==> src/rtl/pnpcfg_pkg.sv <==
package pnpcfg_pkg;

    localparam int BASE_W = 16;
    localparam int BYTE_W = 8;

    typedef enum logic [0:0] {
        CFG_LOCKED = 1'b0,
        CFG_OPEN   = 1'b1
    } cfg_state_e;

    localparam logic [BYTE_W-1:0] KEY_ENTER = 8'h55;
    localparam logic [BYTE_W-1:0] KEY_EXIT  = 8'hAA;
    localparam logic [BYTE_W-1:0] IDX_LDN   = 8'h07;
    localparam logic [BYTE_W-1:0] IDX_ACT   = 8'h30;
    localparam logic [BYTE_W-1:0] IDX_B0H   = 8'h60;
    localparam logic [BYTE_W-1:0] IDX_B0L   = 8'h61;
    localparam logic [BYTE_W-1:0] IDX_B1H   = 8'h62;
    localparam logic [BYTE_W-1:0] IDX_B1L   = 8'h63;
    localparam logic [BYTE_W-1:0] IDX_IRQ   = 8'h70;
    localparam logic [BYTE_W-1:0] RD_FLOAT  = 8'hFF;

endpackage

==> src/rtl/pnpcfg_keyfsm.sv <==
module pnpcfg_keyfsm
    import pnpcfg_pkg::*;
(
    input  logic              clk,
    input  logic              rst_n,
    input  logic              idx_wr,
    input  logic [BYTE_W-1:0] wdata,
    output logic              open,
    output logic              idx_load
);

    cfg_state_e state_q, state_d;

    always_comb begin
        state_d = state_q;
        unique case (state_q)
            CFG_LOCKED: if (idx_wr && wdata == KEY_ENTER) state_d = CFG_OPEN;
            CFG_OPEN:   if (idx_wr && wdata == KEY_EXIT)  state_d = CFG_LOCKED;
        endcase
    end

    always_ff @(posedge clk or negedge rst_n) begin
        if (!rst_n) state_q <= CFG_LOCKED;
        else        state_q <= state_d;
    end

    always_comb begin
        open     = (state_q == CFG_OPEN);
        idx_load = open && idx_wr && (wdata != KEY_EXIT);
    end

    // the entry key opens the window
    a_r2_enter_opens: assert property (@(posedge clk) disable iff (!rst_n)
        (!open && idx_wr && wdata == KEY_ENTER) |=> open);

    // the exit key locks the window
    a_r2_exit_locks: assert property (@(posedge clk) disable iff (!rst_n)
        (open && idx_wr && wdata == KEY_EXIT) |=> !open);

    // other index writes while locked keep the window locked
    a_r3_locked_holds: assert property (@(posedge clk) disable iff (!rst_n)
        (!open && !(idx_wr && wdata == KEY_ENTER)) |=> !open);

endmodule

==> src/rtl/pnpcfg_bank.sv <==
module pnpcfg_bank
    import pnpcfg_pkg::*;
(
    input  logic              clk,
    input  logic              rst_n,
    input  logic              wr_en,
    input  logic [BYTE_W-1:0] reg_idx,
    input  logic [BYTE_W-1:0] wdata,
    output logic              active,
    output logic [BASE_W-1:0] base0,
    output logic [BASE_W-1:0] base1,
    output logic [BYTE_W-1:0] irq
);

    always_ff @(posedge clk or negedge rst_n) begin
        if (!rst_n) begin
            active <= 1'b0;
            base0  <= '0;
            base1  <= '0;
            irq    <= '0;
        end else if (wr_en) begin
            case (reg_idx)
                IDX_ACT: active        <= wdata[0];
                IDX_B0H: base0[15:8]   <= wdata;
                IDX_B0L: base0[7:0]    <= wdata;
                IDX_B1H: base1[15:8]   <= wdata;
                IDX_B1L: base1[7:0]    <= wdata;
                IDX_IRQ: irq           <= wdata;
                default: ;
            endcase
        end
    end

    // a bank that is not written keeps all its values
    a_r9_bank_hold: assert property (@(posedge clk) disable iff (!rst_n)
        !wr_en |=> $stable({active, base0, base1, irq}));

    // an activate write stores data bit 0
    a_r5_act_store: assert property (@(posedge clk) disable iff (!rst_n)
        (wr_en && reg_idx == IDX_ACT) |=> (active == $past(wdata[0])));

endmodule

==> src/rtl/pnpcfg_port.sv <==
module pnpcfg_port
    import pnpcfg_pkg::*;
#(
    parameter int               IO_AW     = 16,
    parameter logic [IO_AW-1:0] PORT_BASE = 'h2E,
    parameter int               NSLOT     = 16,
    parameter logic [NSLOT-1:0] IMPL_MASK = 'h039E
)(
    input  logic                    clk,
    input  logic                    rst_n,
    input  logic [IO_AW-1:0]        io_addr,
    input  logic [BYTE_W-1:0]       io_wdata,
    input  logic                    io_wr,
    input  logic                    io_rd,
    output logic [BYTE_W-1:0]       io_rdata,
    output logic [NSLOT-1:0]        dev_active,
    output logic [NSLOT*BASE_W-1:0] dev_base0,
    output logic [NSLOT*BASE_W-1:0] dev_base1,
    output logic [NSLOT*BYTE_W-1:0] dev_irq
);

    localparam int               SLOT_W    = (NSLOT > 1) ? $clog2(NSLOT) : 1;
    localparam logic [IO_AW-1:0] PORT_DATA = PORT_BASE + IO_AW'(1);

    logic              hit_idx, hit_dat;
    logic              open, idx_load, dat_wr;
    logic [BYTE_W-1:0] idx_q, ldn_q;
    logic [SLOT_W-1:0] ldn_sel;
    logic              slot_ok;
    logic [BYTE_W-1:0] rd_mux;

    assign hit_idx = (io_addr == PORT_BASE);
    assign hit_dat = (io_addr == PORT_DATA);
    assign dat_wr  = io_wr && hit_dat && open;
    assign ldn_sel = ldn_q[SLOT_W-1:0];
    assign slot_ok = (32'(ldn_q) < NSLOT) && IMPL_MASK[ldn_sel];

    pnpcfg_keyfsm u_keyfsm (
        .clk      (clk),
        .rst_n    (rst_n),
        .idx_wr   (io_wr && hit_idx),
        .wdata    (io_wdata),
        .open     (open),
        .idx_load (idx_load)
    );

    always_ff @(posedge clk or negedge rst_n) begin
        if (!rst_n) begin
            idx_q <= '0;
            ldn_q <= '0;
        end else begin
            if (idx_load) idx_q <= io_wdata;
            if (dat_wr && idx_q == IDX_LDN) ldn_q <= io_wdata;
        end
    end

    for (genvar g = 0; g < NSLOT; g++) begin : g_slot
        if (IMPL_MASK[g]) begin : g_bank
            logic bank_wr;
            assign bank_wr = dat_wr && slot_ok && (ldn_sel == SLOT_W'(g));
            pnpcfg_bank u_bank (
                .clk     (clk),
                .rst_n   (rst_n),
                .wr_en   (bank_wr),
                .reg_idx (idx_q),
                .wdata   (io_wdata),
                .active  (dev_active[g]),
                .base0   (dev_base0[g*BASE_W +: BASE_W]),
                .base1   (dev_base1[g*BASE_W +: BASE_W]),
                .irq     (dev_irq[g*BYTE_W +: BYTE_W])
            );
        end else begin : g_empty
            assign dev_active[g]                 = 1'b0;
            assign dev_base0[g*BASE_W +: BASE_W] = '0;
            assign dev_base1[g*BASE_W +: BASE_W] = '0;
            assign dev_irq[g*BYTE_W +: BYTE_W]   = '0;
        end
    end

    always_comb begin
        if (!(hit_idx || hit_dat) || !open) begin
            rd_mux = RD_FLOAT;
        end else if (hit_idx) begin
            rd_mux = idx_q;
        end else begin
            unique case (idx_q)
                IDX_LDN: rd_mux = ldn_q;
                IDX_ACT: rd_mux = slot_ok ? {7'b0, dev_active[ldn_sel]} : RD_FLOAT;
                IDX_B0H: rd_mux = slot_ok ? dev_base0[ldn_sel*BASE_W + 8 +: 8] : RD_FLOAT;
                IDX_B0L: rd_mux = slot_ok ? dev_base0[ldn_sel*BASE_W +: 8] : RD_FLOAT;
                IDX_B1H: rd_mux = slot_ok ? dev_base1[ldn_sel*BASE_W + 8 +: 8] : RD_FLOAT;
                IDX_B1L: rd_mux = slot_ok ? dev_base1[ldn_sel*BASE_W +: 8] : RD_FLOAT;
                IDX_IRQ: rd_mux = slot_ok ? dev_irq[ldn_sel*BYTE_W +: BYTE_W] : RD_FLOAT;
                default: rd_mux = 8'h00;
            endcase
        end
    end

    always_ff @(posedge clk or negedge rst_n) begin
        if (!rst_n)     io_rdata <= RD_FLOAT;
        else if (io_rd) io_rdata <= rd_mux;
    end

    // data-port reads while locked return all ones
    a_r3_locked_read: assert property (@(posedge clk) disable iff (!rst_n)
        (io_rd && hit_dat && !open) |=> (io_rdata == RD_FLOAT));

    // activate read of a device without a bank returns all ones
    a_r8_unimpl_read: assert property (@(posedge clk) disable iff (!rst_n)
        (io_rd && hit_dat && open && idx_q == IDX_ACT && !slot_ok) |=> (io_rdata == RD_FLOAT));

    // reads outside the port pair return all ones
    a_r10_outside_read: assert property (@(posedge clk) disable iff (!rst_n)
        (io_rd && !hit_idx && !hit_dat) |=> (io_rdata == RD_FLOAT));

    // locked cycles leave every exported bank value unchanged
    a_r3_locked_outputs: assert property (@(posedge clk) disable iff (!rst_n)
        !open |=> $stable({dev_active, dev_base0, dev_base1, dev_irq}));

    // read data changes only on a sampled read strobe
    a_r10_rdata_hold: assert property (@(posedge clk) disable iff (!rst_n)
        !io_rd |=> $stable(io_rdata));

endmodule

==> config.mk <==
export PLATFORM = sky130hd
export DESIGN_NAME = pnpcfg_port
export DESIGN_NICKNAME = d
export VERILOG_FILES = /design/src/rtl/pnpcfg_pkg.sv /design/src/rtl/pnpcfg_keyfsm.sv /design/src/rtl/pnpcfg_bank.sv /design/src/rtl/pnpcfg_port.sv
export SDC_FILE = /design/constraint.sdc
export NUM_CORES = 1
export LEC_CHECK = 0
export ABC_AREA = 1
export BUFFER_PORTS_ARGS = -buffer_cell sky130_fd_sc_hd__buf_2
export CAP_MARGIN = 5
export CORE_AREA = 4 4 270 272
export CTS_BUF_LIST = sky130_fd_sc_hd__clkbuf_2
export DETAILED_ROUTE_END_ITERATION = 8
export DIE_AREA = 0 0 274 276
export PLACE_DENSITY = 0.44
export SYNTH_ARGS = -nofsm -noshare
export SYNTH_HDL_FRONTEND = slang
export SYNTH_SLANG_ARGS = --single-unit
==> constraint.sdc <==
create_clock -name clk -period 5.5 [get_ports clk]
set_clock_uncertainty 0.2 [all_clocks]
set_input_delay 1.1 -clock clk [delete_from_list [all_inputs] [get_ports clk]]
set_output_delay 1.1 -clock clk [all_outputs]
set_load 0.01 [all_outputs]
=== After elaboration in Yosys (flattened, before gate mapping) ===
Memory sizes are Yosys's and may differ from the RTL's.
Index checks and enable logic that the tools add are counted.

* $add $sub $neg: 1
* $lt $le $gt $ge: 2
* Equal/unequal tests: 19
* Shift operators: 5
* Multiplexer cells: 15
* Bitwise operators: 1
* Reductions and logical operators: 63

{| class="wikitable"
|+ Operator list
! kind !! count
|-
| $shiftx 256x9->8 || 2
|-
| $shiftx 256x10->8 || 1
|-
| $shiftx 256x33->8 || 1
|-
| $shiftx 128x8->8 || 1
|-
| $reduce_and 2->1 || 42
|-
| $mux 8 || 8
|-
| $pmux 8 s7 || 1
|-
| $eq 8x7->1 const B || 6
|-
| $eq 16x6->1 const B || 2
|-
| $logic_and 1x1->1 || 17
|-
| $add 8x4->9 const B || 1
|-
| $eq 4x2->1 const B || 2
|-
| $eq 4x3->1 const B || 2
|-
| $eq 4x4->1 const B || 2
|-
| $eq 8x3->1 const B || 1
|-
| $eq 8x6->1 const B || 1
|-
| $eq 8x8->1 const B || 1
|-
| $lt 8x5->1 const B || 1
|-
| $ne 8x8->1 const B || 1
|-
| $lt 4x5->1 const B || 1
|-
| $bmux 1 s4 || 1
|-
| $eq 4x1->1 const B || 1
|-
| $mux 1 || 4
|-
| $logic_not 1->1 || 2
|-
| 3 further kinds || 4
|}

* Register bits after elaboration: 312
* ROM bits: 16
* Input port bits: 28
* Logic and storage cells: 153
* Memories: 1

{| class="wikitable"
|+ Memory list
! memory !! words !! width !! rd ports !! clocked after memory_dff !! wr ports !! line !! source
|-
| (name not given) || 16 || 1 || 1 || 0 || 0 || pnpcfg_port.sv:36 || <nowiki>assign slot_ok = (32'(ldn_q) < NSLOT) && IMPL_MASK[ldn_sel];</nowiki>
|}

=== Logic depth before layout (Yosys ltp) ===
* Depth after elaboration: 7
* Depth in mapped cells: 17
* Gate-level depth less buffers: 14

=== Hierarchy ===
Synthesis repeated with hierarchy kept, for this count alone.

* Cells, all modules: 2,756
* Area, all modules: 20,211.9 um^2

{| class="wikitable"
|+ Modules (own cells, without submodules)
! module !! times used !! cells an instance !! area each (um^2)
|-
| pnpcfg_bank || 7 || 198 || 1,806.7
|-
| pnpcfg_port || 1 || 1,347 || 7,445.9
|-
| pnpcfg_keyfsm || 1 || 23 || 118.9
|}

=== Worst setup path after synthesis ===
No wires, ideal clock.

* Path kind: input to register
* Start point: in io_addr[15]
* End point: reg g_slot[4].g_bank.u_bank.irq[6]
* Arrival: 2.531 ns
* Data required time: 5.170 ns
* Setup slack: 2.639 ns
* Stages: 11
* Buffers on the path: 1
* Path through: nor2_1 nand2_1 nor2_1 nand3_1 nor3_4 nand2_4 nor3_4 nand2_2 buf_2 nand2_1 o21ai_1

* Word-level cells in the longest chain between the ends: 6

{| class="wikitable"
|+ RTL lines
! element !! line !! source
|-
| start: declaration || pnpcfg_port.sv:11 || <nowiki>input logic [IO_AW-1:0] io_addr,</nowiki>
|-
| $eq 16x6->1 || pnpcfg_port.sv:33 || <nowiki>assign hit_dat = (io_addr == PORT_DATA);</nowiki>
|-
| $logic_and 1x1->1 (2 in a row) || pnpcfg_port.sv:34 || <nowiki>assign dat_wr = io_wr && hit_dat && open;</nowiki>
|-
| $logic_and 1x1->1 (2 in a row) || pnpcfg_port.sv:60 || <nowiki>assign bank_wr = dat_wr && slot_ok && (ldn_sel == SLOT_W'(g));</nowiki>
|-
| $reduce_and 2->1 (no source line) || n/a ||
|-
| end signal: assignment || pnpcfg_bank.sv:28 || <nowiki>IDX_IRQ: irq <= wdata;</nowiki>
|-
| end: declaration || pnpcfg_bank.sv:12 || <nowiki>output logic [BYTE_W-1:0] irq</nowiki>
|}

No other way between the ends.
A chain may end at the register's enable or synchronous reset.

=== Worst setup path in the final report ===
* Start point: reg ldn_q[0]
* End point: reg g_slot[2].g_bank.u_bank.base1[8]

* Word-level cells in the longest chain between the ends: 6

{| class="wikitable"
|+ RTL lines
! element !! line !! source
|-
| start: declaration || pnpcfg_port.sv:27 || <nowiki>logic [BYTE_W-1:0] idx_q, ldn_q;</nowiki>
|-
| start signal: assignment || pnpcfg_port.sv:53 || <nowiki>if (dat_wr && idx_q == IDX_LDN) ldn_q <= io_wdata;</nowiki>
|-
| $mem_v2 16x1 || n/a ||
|-
| $mux 1 (implied by the code) || pnpcfg_port.sv:36 ||
|-
| $logic_and 1x1->1 || pnpcfg_port.sv:36 ||
|-
| $logic_and 1x1->1 || pnpcfg_port.sv:60 ||
|-
| $logic_and 1x1->1 (*) || pnpcfg_port.sv:60 ||
|-
| $reduce_and 2->1 (no source line) (*) || n/a ||
|-
| end signal: assignment || pnpcfg_bank.sv:26 || <nowiki>IDX_B1H: base1[15:8] <= wdata;</nowiki>
|-
| end: declaration || pnpcfg_bank.sv:11 || <nowiki>output logic [BASE_W-1:0] base1,</nowiki>
|}

Mark *: on every way between the ends. The rest lies on a longest branch, timed or not. The select of a mux whose other input is x is not followed.

==> metrics.txt <==
Cells after Synth=2374; leak pwr=10.6 nW; Avg Inst Size Synth=7.51 um^2; critical path fanouts, max=20; Initial Util=0.252; drt drc=0; most frequent cell on the critical path=nand2_1; vias in the first global route=14800; CTS H-tree lvls=3; register bit total from synthesis=312; clk_lat worst skew=1110 ps; GRT Residual Overflow=0; initial drt markers=1140; PortBufs=322; Post-DP HPWL=55700 um; Die W=274 um; Worst-path clk slew=100 ps; Arr. time, crit path=4830 ps; critical path class=reg2reg; Hold Buf Count CTS=1; clk sinks=312; Post-DRT Antenna Nets=0; post-synthesis cell type count=27; WP data required=6260 ps; mapped cell area=17800 um^2; maxcap violations=0; Num CTS Buffers=85; DIE AREA=75600 um^2; final hold vios=0; Setup crit start kind=register; WL per Instance=20.7 um; Crit-path slowest cell=nor2_1; Fin Hold WS=169 ps; first-pass GRT wire length=108000 um; row cnt=98; fmax=245 MHz; worst-margin pin slew=1130 ps; initial antenna violation count=2; Peak VDD IR=127 uV; status=finished, final reports clean; Post-CTS Setup Bufs=0; # fillers=7948; Detailed Route WL=76500 um; core area=70800 um^2; CP endpoint kind=register; crit path time final=4080 ps; CP peak stage delay=750 ps; 1st-pass router iterations=5; worst relative slew slack=0.240; Final GP Congestion=0.867; I/O Pins=692; via count=15800; largest net degree at the start of global routing=105; Hold WC Path Type=in2reg; setup TNS=0 ps; root buf cell=clkbuf_2; Final period util=0.741; commonest non-fill, non-tap cell in the layout=nand2_1; CTS tree=done; Via-to-Cell Ratio=4.28; Resized cells post-CTS=0; yosys warns=0; area grow syn2layout=10.9%; Die Ht=276 um; crit path cell chain=inv_2 -> ha_1 -> nand2_1 -> nand2_1 -> nand2_1 -> nand2_1 -> nor2_1 -> nand3_1 -> o21ai_0; Power per Cell Area=221 nW/um^2; gr usage total=0.193; RSZ-0062 raised after global routing=no; layout cell share with drive strength beyond 1=0.187; PnR Total Power=4.36 mW; most frequent cells in the layout=nand2_1 (848), conb_1 (369), o21ai_0 (348), buf_2 (321), dfrtp_1 (303); Seq/Total Area, Yosys=0.438; Final setup violation count=0; deepest clock path buffer count=3; Slew Limit Fails=0; fin nets=2713
power by group:
part | internal [mW] | total [mW] | switching, mW
clock | 0.755 | 1.82 | 1.06
sequential | 2.29 | 2.29 | 0.0000352
combinational | 0.0180 | 0.254 | 0.236
total | 3.07 | 4.36 | 1.30
worst paths after layout:
| kind | start | end | slack (ps) | cells past startpoint |
|---|---|---|---|---|
| max | ldn_q[0] | g_slot[2].g_bank.u_bank.base1[8] | 1420 | 9 |
| min | io_rd | io_rdata[7] | 170 | 3 |
| max reg2reg | ldn_q[0] | g_slot[2].g_bank.u_bank.base1[8] | 1420 | 9 |
| min reg2reg | io_rdata[6] | io_rdata[6] | 300 | 2 |
| max in group asynchronous | rst_n | g_slot[2].g_bank.u_bank.base1[12] | 3600 | 3 |
| min in group asynchronous | rst_n | g_slot[4].g_bank.u_bank.base0[9] | 490 | 2 |
synth_stat cells (all sizes together):
library cell  number  share of area
a21boi             1        0.00042
a21oi             45          0.013
buf              420           0.17
clkbuf            79          0.017
clkinv             2        0.00042
conb               1        0.00021
dfrtp            304           0.43
dfstp              8          0.012
ha                 4         0.0028
inv               83          0.017
nand2            854           0.18
nand3             72          0.020
nand3b             1        0.00042
nand4              8         0.0028
nor2             107          0.023
nor3              13         0.0084
nor4               5         0.0018
o21ai            362           0.10
o21bai             5         0.0021
worst max-delay path: cells and delay by family (launching register included):
kind                     cells  cell delay (ps)
AO/OA/AOI/OAI                1              360
buffers and inverters        1              100
AND/OR/NAND/NOR              6             2400
adder cells (fa/ha/maj)      1              300
flip-flops                   1              590
kinds of logic (layout without fill, tap and decap cells):
family,count (synthesis),after routing,share of synthesized area
simple gates,1060,1060,0.237
buf+inv,584,584,0.205
other cells,1,373,0.000210
compound gates,413,413,0.117
flops,312,312,0.438
fa+ha+maj,4,4,0.00281
layout make-up:
| cell class | instances | area (um^2) | share of cell area |
|---|---|---|---|
| flip-flops and latches | 312 | 7820 | 0.396 |
| multi-input cells | 1846 | 7760 | 0.393 |
| repair buffers | 351 | 1870 | 0.0944 |
| well taps | 950 | 1190 | 0.0601 |
| clock buffers | 128 | 641 | 0.0324 |
| inverters | 85 | 319 | 0.0161 |
| clock inverters | 20 | 159 | 0.00804 |
| diodes | 4 | 10.0 | 0.000506 |
flip-flops by register name (all words and copies together) (netlist names):
name and flops:
g_slot.g_bank.u_bank.active 7, g_slot.g_bank.u_bank.base0 112, g_slot.g_bank.u_bank.base1 112, g_slot.g_bank.u_bank.irq 56, idx_q 8, io_rdata 8
ldn_q 8, u_keyfsm.open 1
metal layers:
metal  global-route usage  vias to the layer above  share of wire
li1                     -                     7455              -
met1                0.224                     7585           0.38
met2                0.339                      636           0.51
met3               0.0476                      138          0.070
met4               0.0805                        0          0.041
met5                    0                        -              0
per-stage QoR:
step / setup WS (ps) / instance area [um^2] / instances / utilization
6_report: 1420 / 19800 / 3696 / 0.279
5_1_grt: 1100 / 19800 / 3696 / 0.279
4_1_cts: 1450 / 19800 / 3692 / 0.279
3_5_place_dp: 1510 / 18900 / 3543 / 0.268
3_3_place_gp: 1550 / 18900 / 3543 / 0.268
2_1_floorplan: 2640 / 19200 / 2742 / -
No activity file was read; power rests on OpenSTA's default activity.
